==> src/rtl/poll_bus_arbiter.sv <==
module poll_bus_arbiter #(
  parameter int NUM_DEV = 6,
  localparam int CW = (NUM_DEV > 1) ? $clog2(NUM_DEV) : 1
) (
  input  logic               clk,
  input  logic               rst,
  input  logic [NUM_DEV-1:0] req,
  input  logic [NUM_DEV-1:0] busy,
  output logic [CW-1:0]      poll_cnt,
  output logic               poll_vld,
  output logic               owner_vld,
  output logic [CW-1:0]      owner_id
);

  localparam logic [CW-1:0] LAST = CW'(NUM_DEV - 1);

  logic [CW-1:0] cnt;
  logic          busy_q;
  logic          any_req, any_busy, hit;
  logic [CW-1:0] cnt_inc;

  assign any_req  = |req;
  assign any_busy = |busy;
  assign hit      = req[cnt];
  assign cnt_inc  = (cnt == LAST) ? '0 : cnt + 1'b1;

  always_ff @(posedge clk) begin
    if (rst) begin
      cnt    <= '0;
      busy_q <= 1'b0;
    end else begin
      busy_q <= any_busy;
      if (any_busy)
        cnt <= cnt;
      else if (busy_q)
        cnt <= cnt_inc;
      else if (any_req && !hit)
        cnt <= cnt_inc;
    end
  end

  assign poll_cnt  = cnt;
  assign poll_vld  = any_req && !any_busy && !busy_q;
  assign owner_vld = any_busy;

  always_comb begin
    owner_id = '0;
    for (int i = 0; i < NUM_DEV; i++)
      if (busy[i]) owner_id = CW'(i);
  end


  reset_clears_chk: assert property (@(posedge clk) rst |=> poll_cnt == '0);


  frozen_while_busy_chk: assert property (@(posedge clk) disable iff (rst)
    owner_vld |=> $stable(poll_cnt));


  no_strobe_while_owned_chk: assert property (@(posedge clk) disable iff (rst)
    poll_vld |-> !owner_vld);


  owner_matches_poll_chk: assert property (@(posedge clk) disable iff (rst)
    owner_vld |-> owner_id == poll_cnt);


  single_owner_chk: assert property (@(posedge clk) disable iff (rst)
    $onehot0(busy));


  idle_hold_chk: assert property (@(posedge clk) disable iff (rst)
    (!any_req && !any_busy && !busy_q) |=> $stable(poll_cnt));

endmodule

==> config.mk <==
export PLATFORM = sky130hd
export DESIGN_NAME = poll_bus_arbiter
export DESIGN_NICKNAME = d
export VERILOG_FILES = /design/src/rtl/poll_bus_arbiter.sv
export SDC_FILE = /design/constraint.sdc
export NUM_CORES = 1
export LEC_CHECK = 0
export BUFFER_PORTS_ARGS = -buffer_cell sky130_fd_sc_hd__buf_2
export CAP_MARGIN = 20
export CORE_AREA = 3 3 40 42
export DETAILED_ROUTE_END_ITERATION = 8
export DIE_AREA = 0 0 43 45
export PLACE_DENSITY_LB_ADDON = 0.25
export SLEW_MARGIN = 15
export SYNTH_ARGS = -nofsm -noshare
export SYNTH_HDL_FRONTEND = slang
export SYNTH_SLANG_ARGS = --single-unit
==> constraint.sdc <==
create_clock -name clk -period 4.5 [get_ports clk]
set_clock_uncertainty 0.2 [all_clocks]
set_input_delay 0.9 -clock clk [delete_from_list [all_inputs] [get_ports clk]]
set_output_delay 0.9 -clock clk [all_outputs]
set_load 0.05 [all_outputs]
==> summary.txt, run 1 <==
Outcome
  • Status: finished, final reports clean

Worst setup path
  • Reg2reg path depth: 5
  • Setup CP Type: input port to output pin
  • Crit path max-delay cell type: or4_1
  • CP arrival: 2.01 ns
  • Worst Path Max Fanout: 2
  • FF-to-FF End: poll_cnt[1]$_SDFFE_PP0P_
  • Setup crit start kind: input port
  • Critical Path Max Stage Delay: ~0.51 ns
  • Reg-to-Reg Start: poll_cnt[0]$_SDFFE_PP0P_
  • Delay-heaviest family, CP: simple AND/OR/NAND/NOR gates
  • Worst-path cell chain: buf_2, or4_1, nor3_1, nor3_1, buf_2
  • CP endpoint kind: output pin
  • Crit path buf inv count: 2
  • Critical Path RT: around 3.4 ns
  • Reg2Reg Setup Slack: 2.42 ns

Timing
  • Final min period: between 3 and 4 ns
  • Worst slew pin tran: 0.285 ns
  • Hold Fails Final Rpt: 0
  • Endpoints failing setup: 0
  • Final period util: 0.691
  • Worst Setup Slack, final: 1.39 ns
  • Max Slew Vio Count: 0
  • Unrepaired setup endpoints after global routing: false
  • Fmax achieved: around 320 MHz
  • Setup_tns: 0 ns
  • Worst slew margin: 0.810

Cells and area
  • NumNets Final: 76
  • FF+latch area: between 80 and 90 sq um
  • Area growth, synth to finish: 48.2%
  • Share of cells above drive strength 1: 0.417
  • Final Instance Area: just over 400 sq um
  • Multi-input gate area: between 150 and 200 sq um
  • Antenna cell count: 0
  • Fill cell count: 144

Place
  • Post-DP HPWL: approximately 640 um
  • I/O Buffers: 21
  • Routability cong.: 0.652
  • Dpl ws: between 1 and 1.5 ns
  • Area after DPL: ~390 sq um

Clock tree
  • Number of CTS-inserted buffers: 3
  • CTS tree: yes
  • Hold buffers post-CTS: 0
  • Setup repair bufs after CTS: 0
  • Sink Count: 4
  • Root buffer cell: clkbuf_4
  • Cts repair resizes: 0
  • Clock edge transition at the registers on the reported setup and hold paths: 0.03 ns
  • Clock Path Buffers: 2
  • Clk_lat worst skew: 0.24 ns
  • H-Tree Depth: 1

GRT
  • Gr usage total: 0.0814
  • GRT busiest layer: met2
  • Met2 Usage GRT: 0.141
  • Vias in the first global route: around 310
  • Largest net degree at the start of global routing: 8
  • Initial antenna violation count: 0
  • First-pass GRT wire length: approximately 1.2 mm
  • Grt ovf: 0
  • GR Layer Usage met1: 0.0837
  • GRT met3 Usage: 0.0159

Logic synthesis
  • Mapped Area: roughly 280 sq um
  • Synthesis Warnings: 0
  • Yosys cell types: 18
  • Sequential share of the synthesized area: 0.286
  • Avg Cell Area, Syn: between 7 and 8 sq um
  • Synth Instances: 37
  • #FFs+latches synth: 4
  • Syn_nets: 51

Job
  • Max cap viols: 0

Route
  • Post-DR vias/cell: about 4.6
  • Antenna Nets Post-Route: 0
  • Routed wire per std cell: about 9.7 um
  • Final WL: 728 um
  • DR vias: 345
  • Residual DRC count: 0
  • Drt pass-1 iters: 3
  • Drt first-iter violations: 5

Power
  • Clk pwr share: 0.448
  • Sw Pwr: 0.0000297 W
  • Comb pwr share: 0.199
  • Sequential power share: 0.353
  • P_leak: 0.183 nW
  • Sw Share: 0.286
  • VDD IR max: 65.5 uV
  • Pwr dens: 250 mW/mm^2
  • Pint: approximately 0.000074 W

Min path
  • Hold path cells: 2
  • Hold Path End: poll_cnt[2]$_SDFFE_PP0P_
  • Hold_sp: poll_cnt[2]$_SDFFE_PP0P_
  • Hold crit path type: flip-flop to flip-flop

Floorplanning
  • Num rows: 13
  • Initial Util: 0.218
  • DIE HEIGHT: approximately 45 um
  • Die X: around 43 um
  • Number of placed I/O pins: 22
  • Core region area: between 0.001 and 0.0015 sq mm
  • Die area: approximately 0.0019 sq mm
[cell usage in the layout (no fill, tap or decap)]
cell type / count
buf_2: 21
nor2_1: 4
a21oi_1: 4
dfxtp_1: 4
inv_1: 3
nor3_1: 3
mux2i_1: 3
o21ai_0: 3
clkbuf_4: 3
or4_1: 2
or3_1: 2
or2_2: 1
nor4_1: 1
and2_1: 1
o21bai_1: 1
nand2b_1: 1
nor3b_1: 1
o41a_1: 1
nand2_1: 1
[power by group through the flow]
stage / clock network, W / logic (W) / registers (W)
finish: 0.0000466 / 0.0000207 / 0.0000367
global route: 0.0000507 / 0.0000226 / 0.0000368
CTS: 0.0000496 / 0.0000209 / 0.0000367
detailed placement: 0 / 0.0000208 / 0.0000373
global placement: 0 / 0.0000207 / 0.0000372
floorplan: 0 / 0.0000114 / 0.0000374
[cell families after synthesis]
family | Yosys count | synth area share
buffers and inverters | 4 | 0.0804
AO/OA/AOI/OAI | 9 | 0.192
AND/OR/NAND/NOR | 17 | 0.335
multiplexers | 3 | 0.107
flip-flops | 4 | 0.286
[synth_stat cells]
library cell / n / area [sq um]
a21oi_1: 4 / 20.0
dfxtp_1: 4 / 80.1
nor2_1: 4 / 15.0
inv_1: 3 / 11.3
mux2i_1: 3 / 30.0
nor3_1: 3 / 15.0
o21ai_0: 3 / 15.0
or3_1: 2 / 12.5
or4_1: 2 / 15.0
and2_1: 1 / 6.26
buf_6: 1 / 11.3
nand2_1: 1 / 3.75
nand2b_1: 1 / 6.26
nor3b_1: 1 / 7.51
nor4_1: 1 / 6.26
o21bai_1: 1 / 7.51
o41a_1: 1 / 11.3
or2_2: 1 / 6.26
[worst max path at each step]
stage | from | end | slack (ns) | cells after the start
2_1_floorplan | busy[0] | poll_vld | 0.71 | 4
5_1_grt | req[3] | poll_vld | 1.34 | 5
6_report | req[3] | poll_vld | 1.39 | 5
4_1_cts | req[3] | poll_vld | 1.37 | 5
3_3_place_gp | req[3] | poll_vld | 1.36 | 5
3_5_place_dp | req[3] | poll_vld | 1.38 | 5
[worst register-to-register path: stages, from the launching register on]
cell and delay [ns]:
dfxtp_1 0.47, mux2i_1 0.23, nor2_1 0.06, o41a_1 0.45, or4_1 0.48, a21oi_1 0.13
[per-stage QoR]
stage / utilization / power (W) / std cells / hold slack, ns
final: 0.323 / 0.000104 / 75 / 0.328
after global routing: 0.323 / 0.000110 / 75 / 0.358
after CTS: 0.323 / 0.000107 / 75 / 0.339
after detailed placement: 0.306 / 0.0000581 / 72 / 0.334
after global placement: 0.306 / 0.0000580 / 72 / 0.324
after floorplan: - / 0.0000488 / 37 / 0.503
[sequential cells by signal, summed over array words and instances, names as in the netlist]
name / cells
busy_q: 1
poll_cnt: 3
[layer usage]
layer  up-vias  routed length [um]
met5         -                   0
met1       142                 307
li1        180                   -
met4         0                  20
met2        21                 313
met3         2                  87
[layout make-up]
class | instances | share of cell area
tap | 15 | 0.0452
timing repair buffer | 21 | 0.253
multi-input combinational | 29 | 0.428
sequential | 4 | 0.193
clock buffer | 3 | 0.0542
inverter | 3 | 0.0271
(Power assumes the default switching activity.)
==> run 2, diff against run 1 <==
- clock period: 4.5 -> 3 ns (I/O delays scaled with it)
==> summary.txt, run 2 (same netlist as run 1, synthesis figures left out) <==
Outcome
  • Status: finished, final reports clean

Power
  • Sequential power share: 0.367
  • Power Total: between 0.00015 and 0.0002 W
  • Clk pwr share: 0.427
  • P_leak: roughly 0.18 nW
  • Pwr dens: between 300 and 400 mW/mm^2
  • Sw Pwr: 0.0000392 W
  • Pint: 0.000111 W
  • Sw Share: 0.261
  • Comb pwr share: 0.206
  • VDD IR max: roughly 120 uV

Cells and area
  • Multi-input gate area: 183 sq um
  • NumNets Final: 76
  • Commonest cells after routing, fill and taps aside: buf_2 (21), nor2_1 (4), a21oi_1 (4), dfxtp_1 (4)
  • Antenna cell count: 0
  • FF+latch area: between 80 and 90 sq um
  • Fill cell count: around 160
  • Area growth, synth to finish: 50.0%
  • Final non-filler cell total: 75
  • Most common cell after layout, fill and taps aside: buf_2
  • Final Core Density: 0.327
  • Largest register FFs: 3
  • Share of cells above drive strength 1: 0.433

Floorplanning
  • Initial Util: 0.218
  • Number of placed I/O pins: 22
  • Core region area: about 0.0013 sq mm
  • Die X: about 43 um
  • Die area: around 0.0019 sq mm
  • DIE HEIGHT: 45 um
  • Num rows: 13

Timing
  • Unrepaired setup endpoints after global routing: false
  • Final period util: 0.847
  • Endpoints failing setup: 0
  • Setup_tns: 0 ns
  • Final min period: around 2.5 ns
  • Fmax achieved: 393 MHz
  • Hold Fails Final Rpt: 0
  • Worst slew pin tran: around 0.3 ns
  • Worst Setup Slack, final: approximately 0.46 ns
  • Worst slew margin: 0.799
  • Max Slew Vio Count: 0

Place
  • I/O Buffers: 21
  • Routability cong.: 0.689
  • Post-DP HPWL: 597 um
  • Dpl ws: 0.442 ns
  • # placed instances: 72

Worst setup path
  • Crit path buf inv count: 2
  • Crit path max-delay cell type: or4_1
  • Setup CP Type: input port to output pin
  • Critical Path RT: between 2 and 2.5 ns
  • CP endpoint kind: output pin
  • Delay-heaviest family, CP: simple AND/OR/NAND/NOR gates
  • CP dominant cell by count: buf_2
  • Setup crit start kind: input port
  • Worst-path cell chain: buf_2, or4_1, nor3_1, nor3_2, buf_2
  • CP arrival: ~1.7 ns
  • Worst Path Max Fanout: 2
  • Critical Path Max Stage Delay: about 0.51 ns

Clock tree
  • H-Tree Depth: 1
  • Sink Count: 4
  • Root buffer cell: clkbuf_4
  • Number of CTS-inserted buffers: 3
  • Clk_lat worst skew: between 0.2 and 0.25 ns
  • Cts repair resizes: 0
  • Hold buffers post-CTS: 0
  • Clock Path Buffers: 2
  • Clock edge transition at the registers on the reported setup and hold paths: about 0.04 ns
  • CTS tree: yes
  • Setup repair bufs after CTS: 0

Route
  • Antenna Nets Post-Route: 0
  • Final WL: just over 700 um
  • Residual DRC count: 0
  • DR vias: roughly 350
  • Routed wire per std cell: ~9.5 um
  • Drt pass-1 iters: 3
  • Drt first-iter violations: 3
  • Post-DR vias/cell: approximately 4.7

Min path
  • Hold crit path type: flip-flop to flip-flop

GRT
  • Gr usage total: 0.0924
  • Vias in the first global route: 320
  • Largest net degree at the start of global routing: 8
  • First-pass GRT wire length: 1.26 mm
  • Grt ovf: 0
  • Initial antenna violation count: 0

Job
  • Max cap viols: 0
run 2: cell counts in the layout (fill, tap and decap cells not counted):
No cell type changed its count.
run 2: power groups by stage:
stage               Clock [W]  Combinational (W)  Sequential [W]
floorplan                   0          0.0000172       0.0000562
global placement            0          0.0000311       0.0000560
detailed placement          0          0.0000311       0.0000560
CTS                 0.0000682          0.0000313       0.0000552
global route        0.0000696          0.0000342       0.0000552
finish              0.0000641          0.0000309       0.0000552
run 2: tightest hold or removal path, delay by kind of cell (launching register included):
kind	cells	cell delay, ns
flops	1	0.33
compound gates	2	0.14
run 2: per-stage QoR:
| stage | instance area, sq um | hold WS, ns |
|---|---|---|
| global placement | 398 | 0.328 |
| finish | 420 | 0.330 |
| CTS | 420 | 0.333 |
| detailed placement | 398 | 0.329 |
| global route | 420 | 0.375 |
| floorplan | 285 | 0.469 |
run 2: cell type report:
cell class / count / share of cell area
multi-input combinational: 29 / 0.435
timing repair buffer: 21 / 0.250
sequential: 4 / 0.190
clock buffer: 3 / 0.0536
tap: 15 / 0.0446
inverter: 3 / 0.0268
run 2: final timing paths:
check | from | to | slack [ns] | depth (start not counted)
worst min-delay path | poll_cnt[1]$_SDFFE_PP0P_ | poll_cnt[1]$_SDFFE_PP0P_ | 0.33 | 2
worst max register to register | poll_cnt[0]$_SDFFE_PP0P_ | poll_cnt[1]$_SDFFE_PP0P_ | 0.92 | 5
worst min register to register | poll_cnt[1]$_SDFFE_PP0P_ | poll_cnt[1]$_SDFFE_PP0P_ | 0.33 | 2
worst max-delay path | req[3] | poll_vld | 0.46 | 5
run 2: per-layer routing:
layer / up-vias / track usage / wire (um)
li1: 181 / - / -
met1: 146 / 0.106 / 286
met2: 20 / 0.126 / 314
met3: 2 / 0.0159 / 87
met4: 0 / 0.127 / 22
met5: - / 0 / 0
==> run 3, diff against run 2 <==
- ABC_AREA: default -> 1
- clock period: 3 -> 2.6 ns (I/O delays scaled with it)
==> summary.txt, run 3 <==
Logic synthesis
  • #FFs+latches synth: 4
  • Synthesis Warnings: 0
  • Top cell type's share of synthesized area: 0.236
  • Sequential share of the synthesized area: 0.236
  • Cell type with the largest total area after synthesis: dfxtp_1
  • Number of synthesized flops with an enable pin: 0
  • Yosys cell types: 11
  • Avg Cell Area, Syn: 5.47 sq um
  • Syn_nets: 76
  • Synth Instances: between 60 and 70
  • Main synth FF type: dfxtp_1
  • Post-synth ARST share: 0
  • Count leader, synth: nand2_1
  • Mapped Area: around 340 sq um
  • Largest cells by area after synthesis: dfxtp_1 (24%), nand2_1 (19%), inv_1 (14%)
  • Commonest cells post-synth: nand2_1 (17), inv_1 (13), nor2_1 (9)

Timing
  • Setup_tns: 0 ns
  • Fmax achieved: around 450 MHz
  • Final period util: 0.854
  • Max Slew Vio Count: 0
  • Worst slew pin tran: ~0.29 ns
  • Worst slew margin: 0.809
  • Endpoints failing setup: 0
  • Unrepaired setup endpoints after global routing: false
  • Hold Fails Final Rpt: 0
  • Final min period: 2.22 ns

GRT
  • Vias in the first global route: 325
  • First-pass GRT wire length: 1.24 mm
  • Largest net degree at the start of global routing: 9
  • Grt ovf: 0
  • Gr usage total: 0.0849
  • Initial antenna violation count: 0

Job
  • Max cap viols: 0

Clock tree
  • H-Tree Depth: 1
  • Clock edge transition at the registers on the reported setup and hold paths: roughly 0.040 ns
  • Root buffer cell: clkbuf_4
  • Sink Count: 4
  • Cts repair resizes: 0
  • Hold buffers post-CTS: 0
  • CTS tree: yes
  • Number of CTS-inserted buffers: 3
  • Setup repair bufs after CTS: 0
  • Clk_lat worst skew: around 0.23 ns
  • Clock Path Buffers: 2

Place
  • Routability cong.: 0.735
  • I/O Buffers: 21
  • Post-DP HPWL: 675 um
  • # placed instances: between 90 and 100

Worst setup path
  • Setup CP Type: input port to output pin
  • CP arrival: 1.50 ns
  • Reg2reg path depth: 9
  • CP endpoint kind: output pin
  • CP dominant cell by count: buf_2
  • Setup crit start kind: input port
  • Crit path max-delay cell type: or2_1
  • Worst-path cell chain: buf_2, or2_1, nor4_4, nand2_1, nor2_4, buf_2
  • Worst Path Max Fanout: 2
  • Critical Path Max Stage Delay: 0.26 ns
  • Critical Path RT: about 1.9 ns

Cells and area
  • Fill cell count: about 140
  • Commonest cells after routing, fill and taps aside: buf_2 (21), nand2_1 (17), inv_1 (13)
  • Share of cells above drive strength 1: 0.333
  • Antenna cell count: 0
  • Largest register FFs: 3
  • Final non-filler cell total: between 100 and 150
  • Area growth, synth to finish: 47.6%
  • NumNets Final: 103
  • Most common cell after layout, fill and taps aside: buf_2

Power
  • Pwr dens: 372 mW/mm^2
  • VDD IR max: about 270 uV
  • P_leak: 0.285 nW

Route
  • Antenna Nets Post-Route: 0
  • Final WL: between 800 and 900 um
  • Drt first-iter violations: 2
  • DR vias: between 400 and 500
  • Routed wire per std cell: between 7 and 8 um
  • Residual DRC count: 0
  • Post-DR vias/cell: 4.17
  • Drt pass-1 iters: 4

Floorplanning
  • Core region area: about 0.0013 sq mm
  • Num rows: 13
  • Die X: roughly 43 um
  • Number of placed I/O pins: 22
  • Die area: 0.00194 sq mm
  • DIE HEIGHT: 45 um
  • Initial Util: 0.264

Min path
  • Hold path cells: 2
  • Hold crit path type: flip-flop to flip-flop

Outcome
  • Status: finished, final reports clean
[run 3: cell types whose count changed in the layout (fill, tap and decap cells not counted), moves of 2 or more]
cell,delta
nand2_1,+16
inv_1,+10
nand3_1,+8
nor2_1,+4
mux2i_1,-3
nor3_1,-2
or3_1,-2
or4_1,-2
[run 3: logic make-up (layout without fill, tap and decap cells)]
| family | count (synthesis) | in the layout | share of synthesized area |
|---|---|---|---|
| compound gates | 7 | 7 | 0.103 |
| buf+inv | 14 | 39 | 0.155 |
| flops | 4 | 4 | 0.236 |
| simple gates | 37 | 37 | 0.506 |
[run 3: path summary, 6_finish.rpt]
path	slack [ns]	to	from
worst max-delay path	0.38	poll_vld	busy[2]
worst min-delay path	0.32	poll_cnt[2]$_SDFFE_PP0P_	poll_cnt[2]$_SDFFE_PP0P_
worst max register to register	1.15	poll_cnt[1]$_SDFFE_PP0P_	poll_cnt[0]$_SDFFE_PP0P_
worst min register to register	0.32	poll_cnt[2]$_SDFFE_PP0P_	poll_cnt[2]$_SDFFE_PP0P_
[run 3: per-stage QoR]
step                      total power (W)  worst slack [ns]   util  area [sq um]  hold slack, ns
after CTS                        0.000191             0.367  0.389           500           0.330
after detailed placement         0.000111             0.374  0.372           478           0.321
after floorplan                 0.0000939            0.0797      -           347           0.456
final                            0.000186             0.380  0.389           500           0.319
after global routing             0.000198             0.307  0.389           500           0.369
after global placement           0.000111             0.388  0.372           478           0.325
[run 3: final cells by class]
cell class	count	area (sq um)	area share
Timing Repair Buffer	22	113	0.225
Multi-Input combinational cell	44	214	0.427
Clock buffer	3	22.5	0.0450
Sequential cell	4	80.1	0.160
Inverter	14	52.6	0.105
Tap cell	15	18.8	0.0375
[run 3: worst max-delay path, delay by kind of cell]
| family | cells | cell delay, ns |
|---|---|---|
| AND/OR/NAND/NOR | 4 | 0.62 |
| buffers and inverters | 2 | 0.36 |
[run 3: report_power, final]
group	total, W	internal (W)	leakage [nW]	switching [W]
Sequential	0.0000648	0.0000631	0.0326	0.00000162
Combinational	0.0000454	0.0000161	0.239	0.0000293
Clock	0.0000760	0.0000515	0.0138	0.0000245
Total	0.000186	0.000131	0.285	0.0000554
[run 3: metal layers]
| metal | part of all wire | wire length (um) | global-route usage |
|---|---|---|---|
| met1 | 0.43 | 351 | 0.101 |
| met5 | 0 | 0 | 0 |
| met3 | 0.048 | 39 | 0.0159 |
| met4 | 0.027 | 22 | 0.0723 |
| met2 | 0.49 | 394 | 0.132 |
